$ cat config.mk
export PLATFORM = sky130hd
export DESIGN_NAME = cond_flag_unit
export DESIGN_NICKNAME = d
export VERILOG_FILES = /design/src/rtl/cfu_pkg.sv /design/src/rtl/cfu_so_fsm.sv /design/src/rtl/cfu_xer.sv /design/src/rtl/cfu_cr.sv /design/src/rtl/cond_flag_unit.sv
export SDC_FILE = /design/constraint.sdc
export NUM_CORES = 1
export LEC_CHECK = 0
export BUFFER_PORTS_ARGS = -buffer_cell sky130_fd_sc_hd__buf_4
export CORE_MARGIN = 2
export CORE_UTILIZATION = 40
export CTS_BUF_LIST = sky130_fd_sc_hd__clkbuf_4 sky130_fd_sc_hd__clkbuf_8 sky130_fd_sc_hd__clkbuf_16
export DETAILED_ROUTE_END_ITERATION = 7
export PLACE_DENSITY = 0.87
export SYNTH_ARGS = -nofsm -noshare
export SYNTH_HDL_FRONTEND = slang
export SYNTH_HIERARCHICAL = 1
export SYNTH_SLANG_ARGS = --single-unit
$ cat constraint.sdc
create_clock -name clk -period 1.35 [get_ports clk]
set_input_delay 0.27 -clock clk [delete_from_list [all_inputs] [get_ports clk]]
set_output_delay 0.27 -clock clk [all_outputs]
set_load 0.1 [all_outputs]
$ cat src/rtl/cfu_pkg.sv
package cfu_pkg;
    localparam int unsigned FIELD_W = 4;

    typedef enum logic [1:0] {
        OP_ALU        = 2'b00,
        OP_FIELD_COPY = 2'b01,
        OP_CR_LOAD    = 2'b10,
        OP_XER_LOAD   = 2'b11
    } cfu_op_e;

    typedef enum logic {
        SO_CLEAR = 1'b0,
        SO_SET   = 1'b1
    } so_state_e;
endpackage

$ cat src/rtl/cfu_so_fsm.sv
module cfu_so_fsm
    import cfu_pkg::*;
(
    input  logic clk,
    input  logic rst_n,
    input  logic set_evt,
    input  logic load_evt,
    input  logic load_val,
    output logic so_q,
    output logic so_next
);
    so_state_e state_q, state_d;

    // next-state: raise, load-set, load-clear
    always_comb begin
        state_d = state_q;
        unique case (state_q)
            SO_CLEAR: begin
                if (load_evt)     state_d = load_val ? SO_SET : SO_CLEAR;
                else if (set_evt) state_d = SO_SET;
            end
            SO_SET: begin
                if (load_evt && !load_val) state_d = SO_CLEAR;
            end
        endcase
    end

    always_ff @(posedge clk or negedge rst_n) begin
        if (!rst_n) state_q <= SO_CLEAR;
        else        state_q <= state_d;
    end

    always_comb begin
        so_q    = (state_q == SO_SET);
        so_next = (state_d == SO_SET);
    end

    p_so_sticky_r3: assert property (@(posedge clk) disable iff (!rst_n)
        (so_q && !load_evt) |=> so_q);
    p_so_raise_r3: assert property (@(posedge clk) disable iff (!rst_n)
        (set_evt && !load_evt) |=> so_q);
    p_so_load_r9: assert property (@(posedge clk) disable iff (!rst_n)
        load_evt |=> (so_q == $past(load_val)));
endmodule

$ cat src/rtl/cfu_xer.sv
module cfu_xer #(
    parameter int unsigned DATA_W = 32
) (
    input  logic              clk,
    input  logic              rst_n,
    input  logic              alu_fire,
    input  logic              oe,
    input  logic              ovf,
    input  logic              ca_en,
    input  logic              carry,
    input  logic              load_evt,
    input  logic [2:0]        load_bits,
    output logic              so_next,
    output logic [DATA_W-1:0] xer_q
);
    localparam int unsigned PAD_W = DATA_W - 3;

    logic so_q, ov_q, ca_q;

    cfu_so_fsm u_so (
        .clk      (clk),
        .rst_n    (rst_n),
        .set_evt  (alu_fire & oe & ovf),
        .load_evt (load_evt),
        .load_val (load_bits[2]),
        .so_q     (so_q),
        .so_next  (so_next)
    );

    always_ff @(posedge clk or negedge rst_n) begin
        if (!rst_n) begin
            ov_q <= 1'b0;
            ca_q <= 1'b0;
        end else if (load_evt) begin
            ov_q <= load_bits[1];
            ca_q <= load_bits[0];
        end else if (alu_fire) begin
            if (oe)    ov_q <= ovf;
            if (ca_en) ca_q <= carry;
        end
    end

    assign xer_q = {so_q, ov_q, ca_q, {PAD_W{1'b0}}};

    p_ca_hold_r2: assert property (@(posedge clk) disable iff (!rst_n)
        (alu_fire && !ca_en) |=> $stable(ca_q));
    p_ca_track_r2: assert property (@(posedge clk) disable iff (!rst_n)
        (alu_fire && ca_en) |=> (ca_q == $past(carry)));
    p_ov_hold_r4: assert property (@(posedge clk) disable iff (!rst_n)
        (alu_fire && !oe) |=> ($stable(ov_q) && $stable(so_q)));
    p_ov_track_r4: assert property (@(posedge clk) disable iff (!rst_n)
        (alu_fire && oe) |=> (ov_q == $past(ovf)));
endmodule

$ cat src/rtl/cfu_cr.sv
module cfu_cr
    import cfu_pkg::*;
#(
    parameter int unsigned DATA_W = 32
) (
    input  logic                            clk,
    input  logic                            rst_n,
    input  logic                            valid,
    input  cfu_op_e                         op,
    input  logic                            rc,
    input  logic [DATA_W-1:0]               result,
    input  logic                            so_next,
    input  logic [$clog2(DATA_W/FIELD_W)-1:0] src_sel,
    input  logic [$clog2(DATA_W/FIELD_W)-1:0] dst_sel,
    input  logic [DATA_W/FIELD_W-1:0]       mask,
    input  logic [DATA_W-1:0]               gpr,
    output logic [DATA_W-1:0]               cr_q
);
    localparam int unsigned N_FIELDS = DATA_W / FIELD_W;
    localparam int unsigned IDX_W    = $clog2(N_FIELDS);

    logic [N_FIELDS-1:0][FIELD_W-1:0] fld_q;
    logic [FIELD_W-1:0] src_val;
    logic [FIELD_W-1:0] cr0_new;
    logic               res_lt, res_eq;

    assign src_val = fld_q[src_sel];
    assign res_lt  = result[DATA_W-1];
    assign res_eq  = (result == '0);
    assign cr0_new = {res_lt, !res_lt && !res_eq, res_eq, so_next};

    for (genvar i = 0; i < N_FIELDS; i++) begin : g_field
        logic [FIELD_W-1:0] nxt;

        always_comb begin
            nxt = fld_q[i];
            if (valid) begin
                unique case (op)
                    OP_ALU:        if (rc && (i == 0)) nxt = cr0_new;
                    OP_FIELD_COPY: if (dst_sel == IDX_W'(i)) nxt = src_val;
                    OP_CR_LOAD:    if (mask[i]) nxt = gpr[DATA_W-1-FIELD_W*i -: FIELD_W];
                    OP_XER_LOAD:   ;
                endcase
            end
        end

        always_ff @(posedge clk or negedge rst_n) begin
            if (!rst_n) fld_q[i] <= '0;
            else        fld_q[i] <= nxt;
        end

        assign cr_q[DATA_W-1-FIELD_W*i -: FIELD_W] = fld_q[i];

        p_field_mask_r8: assert property (@(posedge clk) disable iff (!rst_n)
            (valid && op == OP_CR_LOAD && !mask[i]) |=> $stable(fld_q[i]));
    end

    p_cr_hold_r5: assert property (@(posedge clk) disable iff (!rst_n)
        (valid && op == OP_ALU && !rc) |=> $stable(cr_q));
    p_cr0_onehot_r6: assert property (@(posedge clk) disable iff (!rst_n)
        (valid && op == OP_ALU && rc) |=> ($countones(cr_q[DATA_W-1 -: 3]) == 1));
    p_cr0_so_r6: assert property (@(posedge clk) disable iff (!rst_n)
        (valid && op == OP_ALU && rc) |=> (cr_q[DATA_W-FIELD_W] == $past(so_next)));
endmodule

$ cat src/rtl/cond_flag_unit.sv
module cond_flag_unit
    import cfu_pkg::*;
#(
    parameter int unsigned DATA_W = 32
) (
    input  logic                                 clk,
    input  logic                                 rst_n,
    input  logic                                 op_valid,
    input  logic [1:0]                           op_code,
    input  logic [DATA_W-1:0]                    alu_result,
    input  logic                                 alu_carry,
    input  logic                                 alu_ca_en,
    input  logic                                 alu_ovf,
    input  logic                                 alu_oe,
    input  logic                                 alu_rc,
    input  logic [$clog2(DATA_W/FIELD_W)-1:0]    src_field,
    input  logic [$clog2(DATA_W/FIELD_W)-1:0]    dst_field,
    input  logic [DATA_W/FIELD_W-1:0]            field_mask,
    input  logic [DATA_W-1:0]                    gpr_data,
    output logic [DATA_W-1:0]                    cr_q,
    output logic [DATA_W-1:0]                    xer_q
);
    cfu_op_e op;
    logic    alu_fire;
    logic    xer_load;
    logic    so_next;

    assign op       = cfu_op_e'(op_code);
    assign alu_fire = op_valid && (op == OP_ALU);
    assign xer_load = op_valid && (op == OP_XER_LOAD);

    cfu_xer #(.DATA_W(DATA_W)) u_xer (
        .clk       (clk),
        .rst_n     (rst_n),
        .alu_fire  (alu_fire),
        .oe        (alu_oe),
        .ovf       (alu_ovf),
        .ca_en     (alu_ca_en),
        .carry     (alu_carry),
        .load_evt  (xer_load),
        .load_bits (gpr_data[DATA_W-1 -: 3]),
        .so_next   (so_next),
        .xer_q     (xer_q)
    );

    cfu_cr #(.DATA_W(DATA_W)) u_cr (
        .clk     (clk),
        .rst_n   (rst_n),
        .valid   (op_valid),
        .op      (op),
        .rc      (alu_rc),
        .result  (alu_result),
        .so_next (so_next),
        .src_sel (src_field),
        .dst_sel (dst_field),
        .mask    (field_mask),
        .gpr     (gpr_data),
        .cr_q    (cr_q)
    );

    p_idle_hold_r10: assert property (@(posedge clk) disable iff (!rst_n)
        !op_valid |=> ($stable(cr_q) && $stable(xer_q)));
    p_xer_pad_r9: assert property (@(posedge clk) disable iff (!rst_n)
        (xer_q[DATA_W-4:0] == '0));
endmodule

# Word level (Yosys, flattened, before mapping)
# Cells that the tools add are included.
[op_classes]
order_cmp = 1
bitwise = 3
mux = 38
eq_ne = 27
n_reduce_logical = 25
[ops]
columns = ["op", "count"]
rows = [
  ["$mux 4", 18],
  ["$pmux 4 s2", 7],
  ["$logic_not 32->1", 1],
  ["$reduce_and 4->1", 7],
  ["$ne 2x2->1 const B", 9],
  ["$ne 2x1->1 const B", 8],
  ["$bmux 4 s3", 1],
  ["$eq 3x3->1 const B", 4],
  ["$pmux 4 s3", 1],
  ["$mux 1", 10],
  ["$reduce_bool 2->1", 4],
  ["$eq 3x2->1 const B", 2],
  ["$reduce_and 5->1", 1],
  ["$eq 2x2->1 const B", 2],
  ["$logic_and 1x1->1", 4],
  ["$lt 3x4->1 const B", 1],
  ["$reduce_and 2->1", 2],
  ["$eq 3x1->1 const B", 1],
  ["$logic_not 1->1", 3],
  ["$logic_not 3->1", 1],
  ["$reduce_bool 3->1", 1],
  ["$and 1x1->1", 2],
  ["$eq 2x1->1 const B", 1],
  ["$logic_not 2->1", 1],
  ["2 further kinds", 2],
]
[word_totals]
ff_bits = 35
elab_cells = 105
input_bits = 88

# Longest topological paths before layout
[depth]
depth_word = 9
depth_mapped = 8
depth_no_buf = 6

# Cells and area by module
# The synthesis kept the hierarchy.
[modules_own_cells]
columns = ["module", "seq_area_each_um2", "n_inst", "cells_each", "area_each_um2"]
rows = [
  ["cfu_cr", 800.8, 1, 209, 2108.3],
  ["cfu_xer", 50.0, 1, 43, 356.6],
  ["cfu_so_fsm", 25.0, 1, 4, 37.5],
  ["cond_flag_unit", 0.0, 1, 2, 18.8],
]

# Worst setup path after synthesis
# Ideal clock, no wire load.
[synth_path]
kind = "flip-flop to flip-flop"
from = "reg u_cr.fld_q (netlist bit u_cr/cr_q[18])"
to = "reg u_cr.fld_q (netlist bit u_cr/cr_q[22])"
stages_incl_launch_ff = 6
setup_time_ns = 0.082
path_buffers = 1
synth_period_minus_slack_ns = 1.939
setup_slack_ns = -0.589
arrival_ns = 1.857
cell_sequence = "dfrtp_1 -> mux4_2 -> mux2i_1 -> or2_1 -> buf_4 -> a31oi_1"
[synth_via]
elab_chain_len = 4
[synth_lines]
columns = ["element", "line", "rtl"]
rows = [
  ["start, declared", "cfu_cr.sv:22", "logic [N_FIELDS-1:0][FIELD_W-1:0] fld_q;"],
  ["start signal, assigned by index", "cfu_cr.sv:49", "else fld_q[i] <= nxt;"],
  ["$bmux 4 s3", "cfu_cr.sv:27", "assign src_val = fld_q[src_sel];"],
  ["$mux 4 (not written as such)", "cfu_cr.sv:27", ""],
  ["$mux 4", "cfu_cr.sv:40", "OP_FIELD_COPY: if (dst_sel == IDX_W'(i)) nxt = src_val;"],
  ["$pmux 4 s2", "cfu_cr.sv:38", "unique case (op)"],
]
# No other way between the ends. The select of a mux whose other input is x is not followed.
# A chain may end at the register's enable or synchronous reset.

# Worst setup path in the final report
[layout_path]
from = "reg u_cr.fld_q (netlist bit u_cr/cr_q[0])"
to = "reg u_cr.fld_q (netlist bit u_cr/cr_q[28])"
[layout_via]
elab_chain_len = 4
[layout_lines]
columns = ["element", "line"]
rows = [
  ["$bmux 4 s3", "cfu_cr.sv:27"],
  ["$mux 4 (not written as such)", "cfu_cr.sv:27"],
  ["$mux 4", "cfu_cr.sv:40"],
  ["$pmux 4 s3", "cfu_cr.sv:38"],
]
# No other way between the ends. The select of a mux whose other input is x is not followed.

==> impl_metrics.ini <==
[outcome]
outcome = finished, violations left
failed_checks = setup timing

[cts]
clock_sinks = 35
root_buffer = clkbuf_8
clk_transition_reported_paths_ps = 90
cts_tree = done
cts_made_buffers = 5
htreeDepth = 2
cts_max_path_buffers = 2
clkLatencyLatePin_ps = 300

[timing]
rsz0062_at_grt = yes
setup_viol = 34
fmax_mhz = 569.6
period_share_pct = 130.0
layout_setup_ws_ps = -405.6
hold_ws_ps = 233.2
period_minus_slack_ps = 1756
hold_violations = 0
fin_worst_skew_ps = 16.77
final_max_slew_viol_count = 0

[layout]
drive_above_1_share_pct = 61.29
utilization_pct = 72.18
final_cells = 509
areaGrowthSynthToFinish_pct = 71.51
layout.nets = 524
num_antenna_cells = 0

[job]
maxCapViolations = 0

[critical_path]
rr_worst_depth = 5
worstSetupPathType = reg2reg
critPathMaxFanout = 2
critPathMaxStageDelay_ps = 530
critPathCaptureType = flop
reg2reg_to = u_cr/cr_q[28]
crit_chain = mux4_2 > mux2i_2 > buf_4 > o2111ai_2 > o211a_1
critPathSlowestCell = mux4_2
required_ps = 1530
cp.arrival_ps = 1930
ff2ff_setup_slack_ps = -410
cp-start-kind = flop
r2r-start = u_cr/cr_q[0]

[die]
io_pins = 152
die_x_um = 83.39
start_util_pct = 42.08
rows = 28
die_h_um = 83.39
dieArea_mm2 = 0.006954
core-area_mm2 = 0.005991

[synth]
synthCells = 258
synth_flop_cell = dfrtp_1
synth-edff-count = 0
synth.distinct_cells = 46
async_flop_share_pct = 100.0
syn_avg_cell_area_um2 = 9.772
synth_top_area_cell = dfrtp_1
yosysWarnings = 6
synth-seq-area-share_pct = 34.74
synth_area_mm2 = 0.002521
yosysTopAreaCellShare_pct = 34.74
synthTopCellsByArea = dfrtp_1, buf_4, mux4_2, a31oi_1, a2111oi_4
synth-seq-cells = 35

[grt]
grt_max_degree = 36
met2_usage_pct = 45.09
grt-busiest-layer = met2
grt_remaining_overflow = 0
antenna_found_initial = 0
grt_pass1_wl_um = 13690
grt_use_met1_pct = 28.25
use_met3_pct = 6.660
grt_pass1_vias = 2746
gr-usage-all-layers_pct = 24.88

[drt]
routed_wl_um = 9404
dr_total_vias = 2692
drc = 0
first_pass_iters = 5
final_antenna_net_count = 0
wl_per_cell_um = 18.48
first_iter_violations = 187
via_per_inst = 5.289

[place]
gp_congestion = 0.8352
io_buffers = 122
hpwlAfterDp_um = 6573
dp.cells = 499

[power_and_ir_drop]
power.leakage_uw = 0.001922
power_density_mw_per_mm2 = 2098
power.total_uw = 9072
ir_worst_vdd_uv = 1629

[min_path]
hold_start = gpr_data[1]
hold_class = in2reg
hold_end = u_cr/cr_q[1]
min_path_cells = 3
-- sequential cells by signal, summed over array words and instances, names as in the netlist --
register and count:
u_cr/cr_q 32, u_xer/ov_q 1, u_xer/ca_q 1, u_xer/u_so/so_q 1
-- worst max-delay path: cells and delay by family, from the launching register on --
kind / cells / cell delay, ps
multiplexers: 2 / 760
flip-flops: 1 / 480
AO/OA/AOI/OAI: 2 / 270
buffers and inverters: 1 / 150
-- layer usage --
layer | wire (um) | up-vias
li1 | - | 1226
met1 | 3314 | 1254
met2 | 4953 | 192
met3 | 859 | 20
met4 | 277 | 0
met5 | 0 | -
-- logic make-up after synthesis --
group	synth area share, %
flip-flops	34.74
adder cells (fa/ha/maj)	1.489
AO/OA/AOI/OAI	19.40
AND/OR/NAND/NOR	20.94
multiplexers	9.181
other	0.1487
buffers and inverters	14.09
-- through the flow --
step,setup slack (ps),TNS [ps],area (um^2)
after global placement,-381.3,-11490,3827
after CTS,-333.7,-8190,4121
after global routing,-399.9,-10870,4324
after floorplan,-354.2,-10650,2704
after detailed placement,-473.0,-13230,3827
final,-405.6,-9828,4324
-- how the worst max path moves through the flow --
| stage | startpoint | end | cells after the start |
|---|---|---|---|
| after detailed placement | op_code[0] | u_cr/cr_q[20] | 9 |
| after global placement | op_code[0] | u_cr/cr_q[16] | 9 |
| after CTS | u_cr/cr_q[3] | u_cr/cr_q[31] | 5 |
| after global routing | u_cr/cr_q[0] | u_cr/cr_q[28] | 5 |
| final | u_cr/cr_q[0] | u_cr/cr_q[28] | 5 |
| after floorplan | u_cr/cr_q[1] | u_cr/cr_q[21] | 5 |
-- synthesized netlist by cell type (2+ instances only) --
master / n
nand2b_1: 7
o21ai_0: 2
a31oi_1: 28
buf_4: 36
inv_1: 5
a2111oi_4: 5
a21boi_0: 5
mux2i_1: 4
ha_1: 3
o31a_1: 2
nand2_1: 29
nand4_1: 3
o2111ai_1: 3
o211a_1: 3
nor2b_1: 4
mux4_2: 8
or3_1: 2
clkbuf_1: 3
dfrtp_1: 35
nor2_1: 31
buf_6: 4
nor4_1: 8
or2_1: 4
and3_1: 2
-- timing repair --
action	in CTS	in global routing
setup endpoints to repair	45	53
resized for setup	48	34
setup buffers	2	2
gates cloned	0	0
endpoints found under the hold margin	35	0
pin swaps	9	12
hold buffers	1	0
-- where the power goes --
part	total, uW	internal (uW)	switching (uW)
logic	6510	2220	4280
clock network	804	403	401
registers	1760	1520	241
total	9070	4150	4930
-- cell type report --
class | instances | area (um^2)
sequential | 35 | 945.9
timing repair buffer | 185 | 1632
clock buffer | 7 | 83.83
clock inverter | 1 | 5.005
fill | 412 | 1667
inverter | 5 | 18.77
tap | 75 | 93.84
multi-input combinational | 201 | 1545
-- cell usage in the layout, fill, tap and decap left out, types with 7 or more instances in the layout --
cell type,netlist,layout
a31oi_1,28,20
buf_12,0,12
buf_4,36,148
buf_6,4,24
conb_1,1,29
dfrtp_2,0,20
dfrtp_4,0,12
mux4_2,8,8
nand2_1,29,29
nand2b_1,7,7
nor2_1,31,31
nor4_1,8,8
No activity file was read; power rests on OpenSTA's default activity.
